`src/rtl/mgpio_pkg.sv`:
```
package mgpio_pkg;

    parameter int unsigned PINS_DEFAULT = 12;
    parameter int unsigned ADDR_W       = 16;
    parameter int unsigned DATA_W       = 32;
    parameter int unsigned MASK_LSB     = 2;

    // register select, address bits 4:2 inside the control block
    typedef enum logic [2:0] {
        IDX_DIR   = 3'd0,
        IDX_SENSE = 3'd1,
        IDX_BOTH  = 3'd2,
        IDX_EVT   = 3'd3,
        IDX_MASK  = 3'd4,
        IDX_RAW   = 3'd5,
        IDX_MIS   = 3'd6,
        IDX_CLR   = 3'd7
    } reg_idx_e;

    // per-pin detector configuration
    typedef struct packed {
        logic sense;     // 1 = level, 0 = edge
        logic both;      // edge mode: any transition
        logic rise_hi;   // 1 = rising / high, 0 = falling / low
    } pin_cfg_t;

    function automatic logic [DATA_W-1:0] merge_masked(
        input logic [DATA_W-1:0] old_v,
        input logic [DATA_W-1:0] new_v,
        input logic [DATA_W-1:0] sel
    );
        return (old_v & ~sel) | (new_v & sel);
    endfunction

endpackage

```
`src/rtl/mgpio_sync.sv`:
```
module mgpio_sync #(
    parameter int unsigned W = 12
) (
    input  logic         clk,
    input  logic         rst,
    input  logic [W-1:0] d,
    output logic [W-1:0] q
);
    logic [W-1:0] stage1;

    always_ff @(posedge clk) begin
        if (rst) begin
            stage1 <= '0;
            q      <= '0;
        end else begin
            stage1 <= d;
            q      <= stage1;
        end
    end
endmodule

```
`src/rtl/mgpio_pin_irq.sv`:
```
module mgpio_pin_irq
    import mgpio_pkg::*;
(
    input  logic     clk,
    input  logic     rst,
    input  logic     smp,
    input  pin_cfg_t cfg,
    input  logic     clr,
    output logic     raw
);
    logic prev;
    logic rise, fall, edge_hit, lvl_hit;

    always_ff @(posedge clk) begin
        if (rst) prev <= 1'b0;
        else     prev <= smp;
    end

    always_comb begin
        rise     = smp & ~prev;
        fall     = ~smp & prev;
        edge_hit = cfg.both ? (rise | fall) : (cfg.rise_hi ? rise : fall);
        lvl_hit  = (smp == cfg.rise_hi);
    end

    // level mode recomputes every cycle; edge mode latches until cleared,
    // a new edge in the same cycle as a clear wins
    always_ff @(posedge clk) begin
        if (rst)            raw <= 1'b0;
        else if (cfg.sense) raw <= lvl_hit;
        else                raw <= edge_hit | (raw & ~clr);
    end
endmodule

```
`src/rtl/mgpio_port.sv`:
```
module mgpio_port
    import mgpio_pkg::*;
#(
    parameter int unsigned NPINS = PINS_DEFAULT
) (
    input  logic              clk,
    input  logic              rst,
    input  logic              bus_wr,
    input  logic [ADDR_W-1:0] bus_addr,
    input  logic [DATA_W-1:0] bus_wdata,
    output logic [DATA_W-1:0] bus_rdata,
    input  logic [NPINS-1:0]  pin_in,
    output logic [NPINS-1:0]  pin_out,
    output logic [NPINS-1:0]  pin_oe,
    output logic              irq
);
    localparam int unsigned IDX_LSB = 2;
    localparam int unsigned BLK_LSB = 5;

    logic [NPINS-1:0] pin_sync;
    logic [NPINS-1:0] dir_q, sense_q, both_q, evt_q, mask_q;
    logic [NPINS-1:0] raw_vec, clr_vec, win_mask, out_q;
    logic             irq_q;
    logic             in_data, in_ctl;
    reg_idx_e         idx;
    logic [DATA_W-1:0] merged;
    logic             unused_bits;

    assign unused_bits = ^{bus_addr[1:0], bus_wdata[DATA_W-1:NPINS]};

    // address decode
    assign in_data  = (bus_addr[ADDR_W-1:ADDR_W-2] == 2'b00);
    assign in_ctl   = bus_addr[ADDR_W-1] && !bus_addr[ADDR_W-2]
                      && (bus_addr[ADDR_W-3:BLK_LSB] == '0);
    assign idx      = reg_idx_e'(bus_addr[IDX_LSB +: 3]);
    assign win_mask = bus_addr[MASK_LSB +: NPINS];

    assign clr_vec  = (bus_wr && in_ctl && idx == IDX_CLR) ? bus_wdata[NPINS-1:0] : '0;
    assign merged   = merge_masked(DATA_W'(out_q), bus_wdata, DATA_W'(win_mask));

    mgpio_sync #(.W(NPINS)) u_sync (
        .clk (clk),
        .rst (rst),
        .d   (pin_in),
        .q   (pin_sync)
    );

    for (genvar i = 0; i < NPINS; i++) begin : g_pin
        pin_cfg_t cfg_i;
        assign cfg_i = '{sense: sense_q[i], both: both_q[i], rise_hi: evt_q[i]};
        mgpio_pin_irq u_det (
            .clk (clk),
            .rst (rst),
            .smp (pin_sync[i]),
            .cfg (cfg_i),
            .clr (clr_vec[i]),
            .raw (raw_vec[i])
        );
    end

    // configuration and output latch
    always_ff @(posedge clk) begin
        if (rst) begin
            dir_q   <= '0;
            sense_q <= '0;
            both_q  <= '0;
            evt_q   <= '0;
            mask_q  <= '0;
            out_q   <= '0;
        end else if (bus_wr) begin
            if (in_data) begin
                out_q <= merged[NPINS-1:0];
            end else if (in_ctl) begin
                case (idx)
                    IDX_DIR:   dir_q   <= bus_wdata[NPINS-1:0];
                    IDX_SENSE: sense_q <= bus_wdata[NPINS-1:0];
                    IDX_BOTH:  both_q  <= bus_wdata[NPINS-1:0];
                    IDX_EVT:   evt_q   <= bus_wdata[NPINS-1:0];
                    IDX_MASK:  mask_q  <= bus_wdata[NPINS-1:0];
                    default:   ;
                endcase
            end
        end
    end

    always_ff @(posedge clk) begin
        if (rst) irq_q <= 1'b0;
        else     irq_q <= |(raw_vec & mask_q);
    end

    // read path
    always_comb begin
        bus_rdata = '0;
        if (in_data) begin
            bus_rdata[NPINS-1:0] = pin_sync & win_mask;
        end else if (in_ctl) begin
            case (idx)
                IDX_DIR:   bus_rdata[NPINS-1:0] = dir_q;
                IDX_SENSE: bus_rdata[NPINS-1:0] = sense_q;
                IDX_BOTH:  bus_rdata[NPINS-1:0] = both_q;
                IDX_EVT:   bus_rdata[NPINS-1:0] = evt_q;
                IDX_MASK:  bus_rdata[NPINS-1:0] = mask_q;
                IDX_RAW:   bus_rdata[NPINS-1:0] = raw_vec;
                IDX_MIS:   bus_rdata[NPINS-1:0] = raw_vec & mask_q;
                default:   bus_rdata = '0;
            endcase
        end
    end

    assign pin_out = out_q;
    assign pin_oe  = dir_q;
    assign irq     = irq_q;
endmodule

```
`config.mk`:
```
export PLATFORM = sky130hd
export DESIGN_NAME = mgpio_port
export DESIGN_NICKNAME = d
export VERILOG_FILES = /design/src/rtl/mgpio_pkg.sv /design/src/rtl/mgpio_sync.sv /design/src/rtl/mgpio_pin_irq.sv /design/src/rtl/mgpio_port.sv
export SDC_FILE = /design/constraint.sdc
export NUM_CORES = 1
export LEC_CHECK = 0
export ABC_CLOCK_PERIOD_IN_PS = 2200
export BUFFER_PORTS_ARGS = -buffer_cell sky130_fd_sc_hd__buf_4
export CAP_MARGIN = 20
export CORE_MARGIN = 1
export CORE_UTILIZATION = 50
export CTS_BUF_LIST = sky130_fd_sc_hd__clkbuf_8
export CTS_CLUSTER_DIAMETER = 40
export DETAILED_ROUTE_END_ITERATION = 8
export PLACE_DENSITY_LB_ADDON = 0.25
export SLEW_MARGIN = 20
export SYNTH_ARGS = -nofsm -noshare
export SYNTH_HDL_FRONTEND = slang
export SYNTH_SLANG_ARGS = --single-unit
```
`constraint.sdc`:
```
create_clock -name clk -period 2.2 [get_ports clk]
set_clock_uncertainty 0.05 [all_clocks]
set_input_delay 0.44 -clock clk [delete_from_list [all_inputs] [get_ports clk]]
set_output_delay 0.44 -clock clk [all_outputs]
set_load 0.005 [all_outputs]
```
# [After elaboration in Yosys (flattened, before gate mapping)]
# Cells that the tools add are included.
[totals] register_bits=121 latchBits=0 ramBits=0 mem_bits_ro=0 input_bits=63 output_inout_bits=57 word_cells=211 memories=0
[classes] add_sub_neg=0 mul=0 n_div=0 order_cmp=0 eq_ne=19 shift=0 muxes=41 bitwise_logic=103 reduce_logical=15
[ops] op="12-bit one-hot mux with 7 select lines" count=1
[ops] op="12-bit bitwise AND" count=4
[ops] op="1-bit NOT" count=37
[ops] op="1-bit bitwise AND" count=36
[ops] op="1-bit two-way mux" count=36
[ops] op="12-bit two-way mux" count=3
[ops] op="1-bit OR" count=24
[ops] op="20-bit two-way mux" count=1
[ops] op="4-bit AND reduction" count=5
[ops] op="1-bit equality test" count=12
[ops] op="3-bit equality test, second input constant" count=4
[ops] op="12-bit NOT" count=1
[ops] op="12-bit OR" count=1
[ops] op="12-bit OR reduction" count=1
[ops] op="9-bit zero test" count=1
[ops] op="3-bit by 2-bit equality test with 1-bit output, second input constant" count=2
[ops] op="1-bit logical AND" count=4
[ops] op="3-bit by 1-bit equality test with 1-bit output, second input constant" count=1
[ops] op="3-bit zero test" count=1
[ops] op="2-bit zero test" count=1
[ops] op="2-bit AND reduction" count=1
[ops] op="1-bit zero test" count=1

# [Depth between registers and ports, before layout]
# Gate-level depths: netlist (run 1).
[logic_depth] word_depth=10 depth_mapped=6

# [Modules after synthesis]
# From an unflattened synthesis (run 1), not the netlist that was laid out.
[hier_totals] hier_cells=743 hier_area_um2=6072.1
[by_module_without_submodules] mod="mgpio_port" instances=1 cells_per_inst=513 area_each_um2=3862.5 seq_area_each_um2=1461.4
[by_module_without_submodules] mod="mgpio_pin_irq" instances=12 cells_per_inst=15 area_each_um2=126.4 seq_area_each_um2=40.0
[by_module_without_submodules] mod="mgpio_sync" instances=1 cells_per_inst=50 area_each_um2=693.2 seq_area_each_um2=480.5

# [Worst setup path before layout (run 1)]
# OpenSTA, ideal clock, no wires.
[synth_timing] kind="input-to-reg" startpoint="input bus_addr[14]" endpoint="register g_pin[0].u_det.raw" setup_time_ps=139 arrival_ps=2016 t_required_ps=2011 path_slack_ps=-6 stages=5 path_buffers=1 path_cell_list="or4b_1 or4_1 clkbuf_1 o21ai_0 a221oi_1"
[synth_between] elab_chain_cells=10
[synth_rtl] item="from (decl)" line="mgpio_port.sv:9" source="input logic [ADDR_W-1:0] bus_addr,"
[synth_rtl] item="1-bit zero test" line="mgpio_port.sv:33" source="assign in_ctl = bus_addr[ADDR_W-1] && !bus_addr[ADDR_W-2]"
[synth_rtl] item="1-bit logical AND" line="mgpio_port.sv:33"
[synth_rtl] item="1-bit logical AND" line="mgpio_port.sv:34" source="&& (bus_addr[ADDR_W-3:BLK_LSB] == '0);"
[synth_rtl] item="1-bit logical AND (2 in a row)" line="mgpio_port.sv:38" source="assign clr_vec = (bus_wr && in_ctl && idx == IDX_CLR) ? bus_wdata[NPINS-1:0] : '0;"
[synth_rtl] item="12-bit two-way mux" line="mgpio_port.sv:38"
[synth_rtl] item="1-bit NOT" line="mgpio_pin_irq.sv:31" source="else raw <= edge_hit | (raw & ~clr);"
[synth_rtl] item="1-bit bitwise AND" line="mgpio_pin_irq.sv:31"
[synth_rtl] item="1-bit OR" line="mgpio_pin_irq.sv:31"
[synth_rtl] item="1-bit two-way mux" line="mgpio_pin_irq.sv:30" source="else if (cfg.sense) raw <= lvl_hit;"
[synth_rtl] item="to (signal assigned)" line="mgpio_pin_irq.sv:30"
[synth_rtl] item="to (signal assigned)" line="mgpio_pin_irq.sv:31"
[synth_rtl] item="to (decl)" line="mgpio_pin_irq.sv:9" source="output logic raw"
# Every way passes these cells.
# A chain may end at the register's enable or synchronous reset.

# [Worst setup path in the final report (run 1)]
[layout_timing] startpoint="input bus_addr[5]" endpoint="output bus_rdata[2]"
[layout_between] elab_chain_cells=4
[layout_rtl] item="9-bit zero test" line="mgpio_port.sv:34"
[layout_rtl] item="1-bit logical AND" line="mgpio_port.sv:34"
[layout_rtl] item="12-bit two-way mux" line="mgpio_port.sv:96" source="end else if (in_ctl) begin"
[layout_rtl] item="12-bit two-way mux" line="mgpio_port.sv:94" source="if (in_data) begin"
[layout_rtl] item="to (decl)" line="mgpio_port.sv:11" source="output logic [DATA_W-1:0] bus_rdata,"
# Every way passes these cells.

==> summary.txt, run 1 <==
Routing
  • Uppermost routed layer: met4
  • Post-DR wirelength/cell: 16.71 um
  • Final wirelength: 15490 um
  • Vias per cell: 5.503
  • Wire length on met2: roughly 7300 um
  • Initial DRC count: 340
  • DRC Markers: 0
  • Met1 Wirelength: 6984 um
  • Detailed-route via count: 5101
  • Total iterations of the first detailed-routing run: 5
  • Post-DRT Antenna Nets: 0
  • Metal3 WL: 731 um

Yosys
  • Synth Flop Type: dfxtp_1
  • Seq/Total Area, Yosys: 39.60%
  • Synth top area share: 39.60%
  • Post-synth EDFFs: 0
  • Ys Warns: 0
  • Area contributors post-synth: dfxtp_1, mux2i_1, nand2b_1, ha_1, mux4_2
  • Synthesized area: 0.006117 mm2
  • Post-synth ARST share: 0%
  • Biggest area consumer among synthesized cells: dfxtp_1
  • Netlist cell types: 42
  • Syn Area/Cell: 9.499 um2
  • FF+latch count, synth: 121
  • Mapped Cells: 644

Placement
  • RD Place Congestion: just over 0.8
  • DP Wirelength: 10750 um
  • # port buffers: 77

Critical path
  • Crit end category: output pin
  • Crit-path max FO: 6
  • Worst endpoint required time: 1.71 ns
  • Kind of critical path: in2out
  • Worst reg2reg path depth: 6
  • Worst r2r src: u_sync.q[8]
  • CP Launch Type: primary input
  • Critical Path Start: bus_addr[5]
  • Worst endpoint data arrival time: 1.94 ns

Die
  • Initial core utilization: 51.14%
  • Core area: 0.01196 mm2
  • DIE HEIGHT: 112.6 um
  • Number of I/O pins: 120
  • DIE AREA: 0.01268 mm2
  • Site row count: 40
  • Die width: 112.6 um

Hold path
  • Hold depth: 2
  • Hold Path Origin: pin_in[5]
  • Hold Path Class: in2reg

Clocking
  • Post-CTS Hold Fix Bufs: 0
  • Clock Tree Buf Depth: 2
  • Root buffer cell: clkbuf_8
  • CTS Buf Count: 17
  • CTS tree: built
  • H-tree Lvls: 4
  • Clock Latency Late Sink: 0.44 ns
  • Clock transition at path regs: 0.07 ns
  • CTS sink cnt: approximately 120

Timing
  • Final Max Tran Viols: 0
  • Final Hold Vio Count: 0
  • Final Critical Period: ~2.4 ns
  • Final setup fails: 12
  • Crit share post-route: 110.4%
  • Peak Freq: 0.4118 GHz
  • RSZ-0062 raised after global routing: yes
  • Final worst slack: -0.2282 ns

Final layout
  • # diodes: 0
  • Commonest non-fill, non-tap cell in the layout: buf_4
  • Final Core Density: roughly 65%
  • Final nets: 855
  • Most frequent cells in the layout: buf_4, dfxtp_1, nand2b_1
  • P&R area growth vs syn: 26.34%
  • Share of post-route cells with drive strength above 1: approximately 26%
  • Fill cells: 1003

Job
  • Number of max-cap violations: 0

Global routing
  • Pin count of the biggest net entering global routing: 68
  • Wire length of the first global-routing pass: 24910 um
  • GRT Total Usage: around a quarter
  • Vias in the first global route: approximately 5k
  • Initial antenna violation count: 0
  • Global route total overflow: 0

Pwr
  • Total Power: 0.004739 W
  • PwrDens: 613.2 mW/mm2
  • Leakage: 3.630 nW
  • VDD IR-drop max: about 0.44 mV

Status
  • Failing checks: setup timing
  • Status: finished with violations
layer usage:
metal	track usage (%)	up-vias
li1	-	2433
met1	32.55	2462
met2	40.95	170
met3	5.184	36
met4	13.60	0
met5	0	-
path summary, 6_finish.rpt:
check	end	slack, ns
setup / recovery	bus_rdata[2]	-0.23
hold / removal	u_sync.stage1[5]	0.16
hold reg to reg	u_sync.q[7]	0.39
setup reg to reg	g_pin[8].u_det.raw	0.66
report_power, final:
part	internal (W)	switching [W]
clock	0.00122	0.000856
combinational	0.000201	0.000207
sequential	0.00223	0.0000290
flip-flops by register name, summed over array words and instances, names as in the netlist, named ones only:
name	cells
u_sync.stage1	12
evt_q	12
irq	1
g_pin.u_det.raw	12
pin_oe	12
sense_q	12
g_pin.u_det.prev	12
u_sync.q	12
both_q	12
mask_q	12
what timing repair did:
action	4_1_cts	5_1_grt
gates cloned	1	0
buffers inserted	6	0
setup endpoints to repair	12	12
gates resized for setup	29	5
pin swaps	8	0
cell usage after synthesis, drive strengths merged (2+ instances only):
master,instances
buf,29
nor2,16
nor3b,4
a221oi,15
a32o,9
nand3,25
or4b,2
o21ai,23
clkbuf,24
nand2,40
dfxtp,121
xor2,12
a22o,4
a21o,2
a21oi,24
or4,2
mux4,11
ha,24
a211o,12
inv,37
nand2b,83
mux2i,73
nor2b,38
cells by family after synthesis:
logic type,after synthesis,share of synthesized area (%)
adder cells (fa/ha/maj),24,4.909
XOR/XNOR,12,1.718
flip-flops,121,39.60
multiplexers,84,16.00
AND/OR/NAND/NOR,217,20.07
AO/OA/AOI/OAI,95,10.78
other,1,0.06130
buffers and inverters,90,6.873
worst max-delay path: stages:
cell,delay (ns)
buf_6,0.10
or4b_4,0.53
nand4bb_4,0.27
buf_8,0.17
nor3b_2,0.18
a21o_1,0.14
buf_6,0.10
stage by stage:
step | worst slack, ns | setup TNS [ns] | cells | area (um2) | hold WS [ns]
after global routing | -0.2600 | -2.553 | 927 | 7729 | 0.1450
after detailed placement | -0.3480 | -14.19 | 889 | 7128 | 0.3723
final | -0.2282 | -2.233 | 927 | 7729 | 0.1574
after CTS | -0.2078 | -2.152 | 927 | 7704 | 0.1397
after floorplan | -0.004292 | -0.04292 | 663 | 6192 | 0.3638
after global placement | -0.3287 | -13.93 | 889 | 7128 | 0.3684
final cells by class:
class / instances / area [um2] / area share, %
clock inverter: 10 / 123.9 / 1.603
sequential: 121 / 2422 / 31.34
tap: 147 / 183.9 / 2.380
inverter: 37 / 138.9 / 1.797
multi-input combinational: 452 / 3431 / 44.39
timing repair buffer: 139 / 1140 / 14.75
clock buffer: 21 / 289.0 / 3.740
Note: power is estimated with default switching activity, not from simulation.
==> run 2, diff against run 1 <==
BUFFER_PORTS_ARGS = -buffer_cell sky130_fd_sc_hd__buf_2   (was -buffer_cell sky130_fd_sc_hd__buf_4)
CTS_CLUSTER_SIZE = 25   (was unset)
==> run 2 against run 1 <==
The flow still finishes with violations (setup timing). Via count is 2.0% lower. Worst hold slack worse by 0.0012 ns. Core utilization is 1.7 points lower. First-iteration DRC count is 13% lower. Critical path depth stayed put. Combinational power is 4% lower. Fmax is 0.12% lower. Critical path type unchanged. Global-route usage is 0.23 points lower. Worst setup slack worse by 0.0030 ns. Final cell count is 0.43% lower.
==> summary.txt, run 2 (synthesis results as in run 1) <==
Die
  • DIE HEIGHT: 112.6 um (unchanged)
  • Site row count: 40 (unchanged)
  • DIE AREA: 0.01268 mm2 (unchanged)
  • Die width: 112.6 um (unchanged)
  • Number of I/O pins: 120 (unchanged)
  • Core area: 0.01196 mm2 (unchanged)
  • Initial core utilization: 51.14% (unchanged)

Timing
  • Crit share post-route: 110.5% (+0.14 points)
  • Final worst slack: -0.2311 ns (-0.002984 ns)
  • RSZ-0062 raised after global routing: yes
  • Final setup fails: 12 (unchanged)
  • Peak Freq: 0.4113 GHz (-0.12%)
  • Final Max Tran Viols: 0 (unchanged)
  • Final Critical Period: 2.431 ns (+0.002984 ns)
  • Final Hold Vio Count: 0 (unchanged)

Routing
  • Detailed-route via count: 5000 (-2.0%)
  • Vias per cell: 5.417 (-1.6%)
  • Met1 Wirelength: 6729 um (-3.7%)
  • Initial DRC count: 296 (-13%)
  • Total iterations of the first detailed-routing run: 7 (+2)
  • Metal3 WL: 715 um (-2.2%)
  • Uppermost routed layer: met4
  • Post-DR wirelength/cell: 16.35 um (-2.1%)
  • DRC Markers: 0 (unchanged)
  • Final wirelength: 15090 um (-2.5%)
  • Wire length on met2: 7167 um (-1.4%)
  • Post-DRT Antenna Nets: 0 (unchanged)

Pwr
  • NetSw: 0.001123 W (+2.9%)
  • Switching Share: 22.60% (-0.43 points)
  • VDD IR-drop max: 0.5419 mV (+23%)
  • Combinational power share: 7.8% (-0.8 points)
  • Total Power: 0.004969 W (+4.8%)
  • Internal: 0.003846 W (+5.4%)
  • Leakage: 3.571 nW (-1.6%)
  • Clk pwr share: 46.7% (+2.9 points)
  • Flop pwr share: 45.4% (-2.2 points)
  • PwrDens: 659.9 mW/mm2 (+7.6%)

Global routing
  • Global route total overflow: 0 (unchanged)
  • Pin count of the biggest net entering global routing: 68 (unchanged)
  • Wire length of the first global-routing pass: 24670 um (-0.94%)
  • Initial antenna violation count: 0 (unchanged)
  • GRT Total Usage: 25.35% (-0.23 points)
  • Vias in the first global route: 4929 (+0.12%)

Final layout
  • Final design instance area without fill: 0.007530 mm2 (-2.6%)
  • # diodes: 0 (unchanged)
  • Fill cells: 1005 (+0.20%)
  • Final nets: 850 (-0.58%)
  • Share of post-route cells with drive strength above 1: 24.48% (-1.2 points)
  • Most frequent cells in the layout: dfxtp_1, nand2b_1, buf_2
  • P&R area growth vs syn: 23.09%
  • Commonest non-fill, non-tap cell in the layout: dfxtp_1

Clocking
  • Post-CTS Hold Fix Bufs: 0 (unchanged)
  • CTS sink cnt: 121 (unchanged)
  • CTS tree: built
  • Clock transition at path regs: 0.08 ns (about the same)
  • Root buffer cell: clkbuf_8
  • Clock Tree Buf Depth: 2 (unchanged)
  • H-tree Lvls: 4 (unchanged)
  • Clock Latency Late Sink: 0.44 ns (about the same)
  • CTS Buf Count: 17 (unchanged)

Critical path
  • Crit-path cells: buf_6 > or4_4 > nand4bb_4 > buf_6 > o21ai_1 > a21o_1 > buf_2
  • Worst endpoint required time: 1.71 ns (about the same)
  • Most frequent CP cell: buf_6
  • Slowest stage cell on the critical path: or4_4
  • Worst r2r src: u_sync.q[0]
  • Critical Path Start: bus_addr[10]
  • Kind of critical path: in2out
  • CP Launch Type: primary input
  • Crit end category: output pin
  • Crit path largest cell delay: 0.56 ns (+0.03 ns)
  • Worst endpoint data arrival time: 1.94 ns (about the same)
  • Crit-path max FO: 11 (+5)

Placement
  • RD Place Congestion: 0.8462 (+2.3%)
  • DP Area: 0.006963 mm2 (-2.3%)
  • DP Wirelength: 10810 um (+0.59%)
  • Dpl ws: -0.3522 ns (-0.004219 ns)
  • # port buffers: 77 (unchanged)

Hold path
  • Hold Path Class: in2reg
  • Hold Path Origin: pin_in[1]

Job
  • Number of max-cap violations: 0 (unchanged)

Status
  • Failing checks: setup timing
  • Status: finished with violations
[run 2: cell types whose count changed in the layout (fill, tap and decap cells not counted), sizes merged]
cell,previous run,this run
bufinv,3,5
clkinvlp,0,2
clkinv,6,4
buf,139,133
[run 2: worst paths after layout]
check | end | slack [ns] | cells past startpoint
max | bus_rdata[2] | -0.23 | 7
min | u_sync.stage1[1] | 0.16 | 2
max reg2reg | g_pin[0].u_det.raw | 0.65 | 6
min reg2reg | u_sync.q[7] | 0.39 | 1
[run 2: layout make-up]
type / count / area (um2) / area share, %
clock buffer: 20 / 275.3 / 3.656
timing repair buffer: 134 / 894.6 / 11.88
sequential: 121 / 2422 / 32.17
tap: 147 / 183.9 / 2.443
clock inverter: 12 / 196.4 / 2.609
inverter: 37 / 138.9 / 1.844
multi-input combinational: 452 / 3418 / 45.40
[run 2: metal layers]
| layer | vias to the layer above | global-route usage, % |
|---|---|---|
| met4 | 0 | 12.89 |
| li1 | 2431 | - |
| met2 | 156 | 41.28 |
| met1 | 2384 | 31.85 |
| met5 | - | 0 |
| met3 | 29 | 5.184 |
[run 2: critical path: cells and delay by family]
kind | cells | cell delay (ns)
buffers and inverters | 3 | 0.39
AO/OA/AOI/OAI | 2 | 0.30
AND/OR/NAND/NOR | 2 | 0.82
[run 2: through the flow]
| step | setup TNS [ns] | cells | hold slack [ns] | util (%) |
|---|---|---|---|---|
| after floorplan | -0.04292 | 663 | 0.3638 | - |
| after global placement | -13.36 | 889 | 0.3684 | 58.21 |
| after detailed placement | -14.30 | 889 | 0.3731 | 58.21 |
| after CTS | -1.840 | 923 | 0.1269 | 62.68 |
| after global routing | -2.294 | 923 | 0.1434 | 62.95 |
| final | -1.938 | 923 | 0.1562 | 62.95 |
[run 2: repair_timing]
item,in CTS,in global routing
endpoints found under the hold margin,0,0
resized for setup,10,8
buffers inserted,2,1
pin swaps,1,1
endpoints found under the setup margin,12,12
[run 2: power groups by stage]
stage	Clock, W	Sequential (W)	Combinational (W)
6_report	0.00232	0.00226	0.000389
5_1_grt	0.00247	0.00226	0.000426
4_1_cts	0.00237	0.00226	0.000385
3_5_place_dp	0	0.00231	0.000377
3_3_place_gp	0	0.00230	0.000370
2_1_floorplan	0	0.00230	0.000230
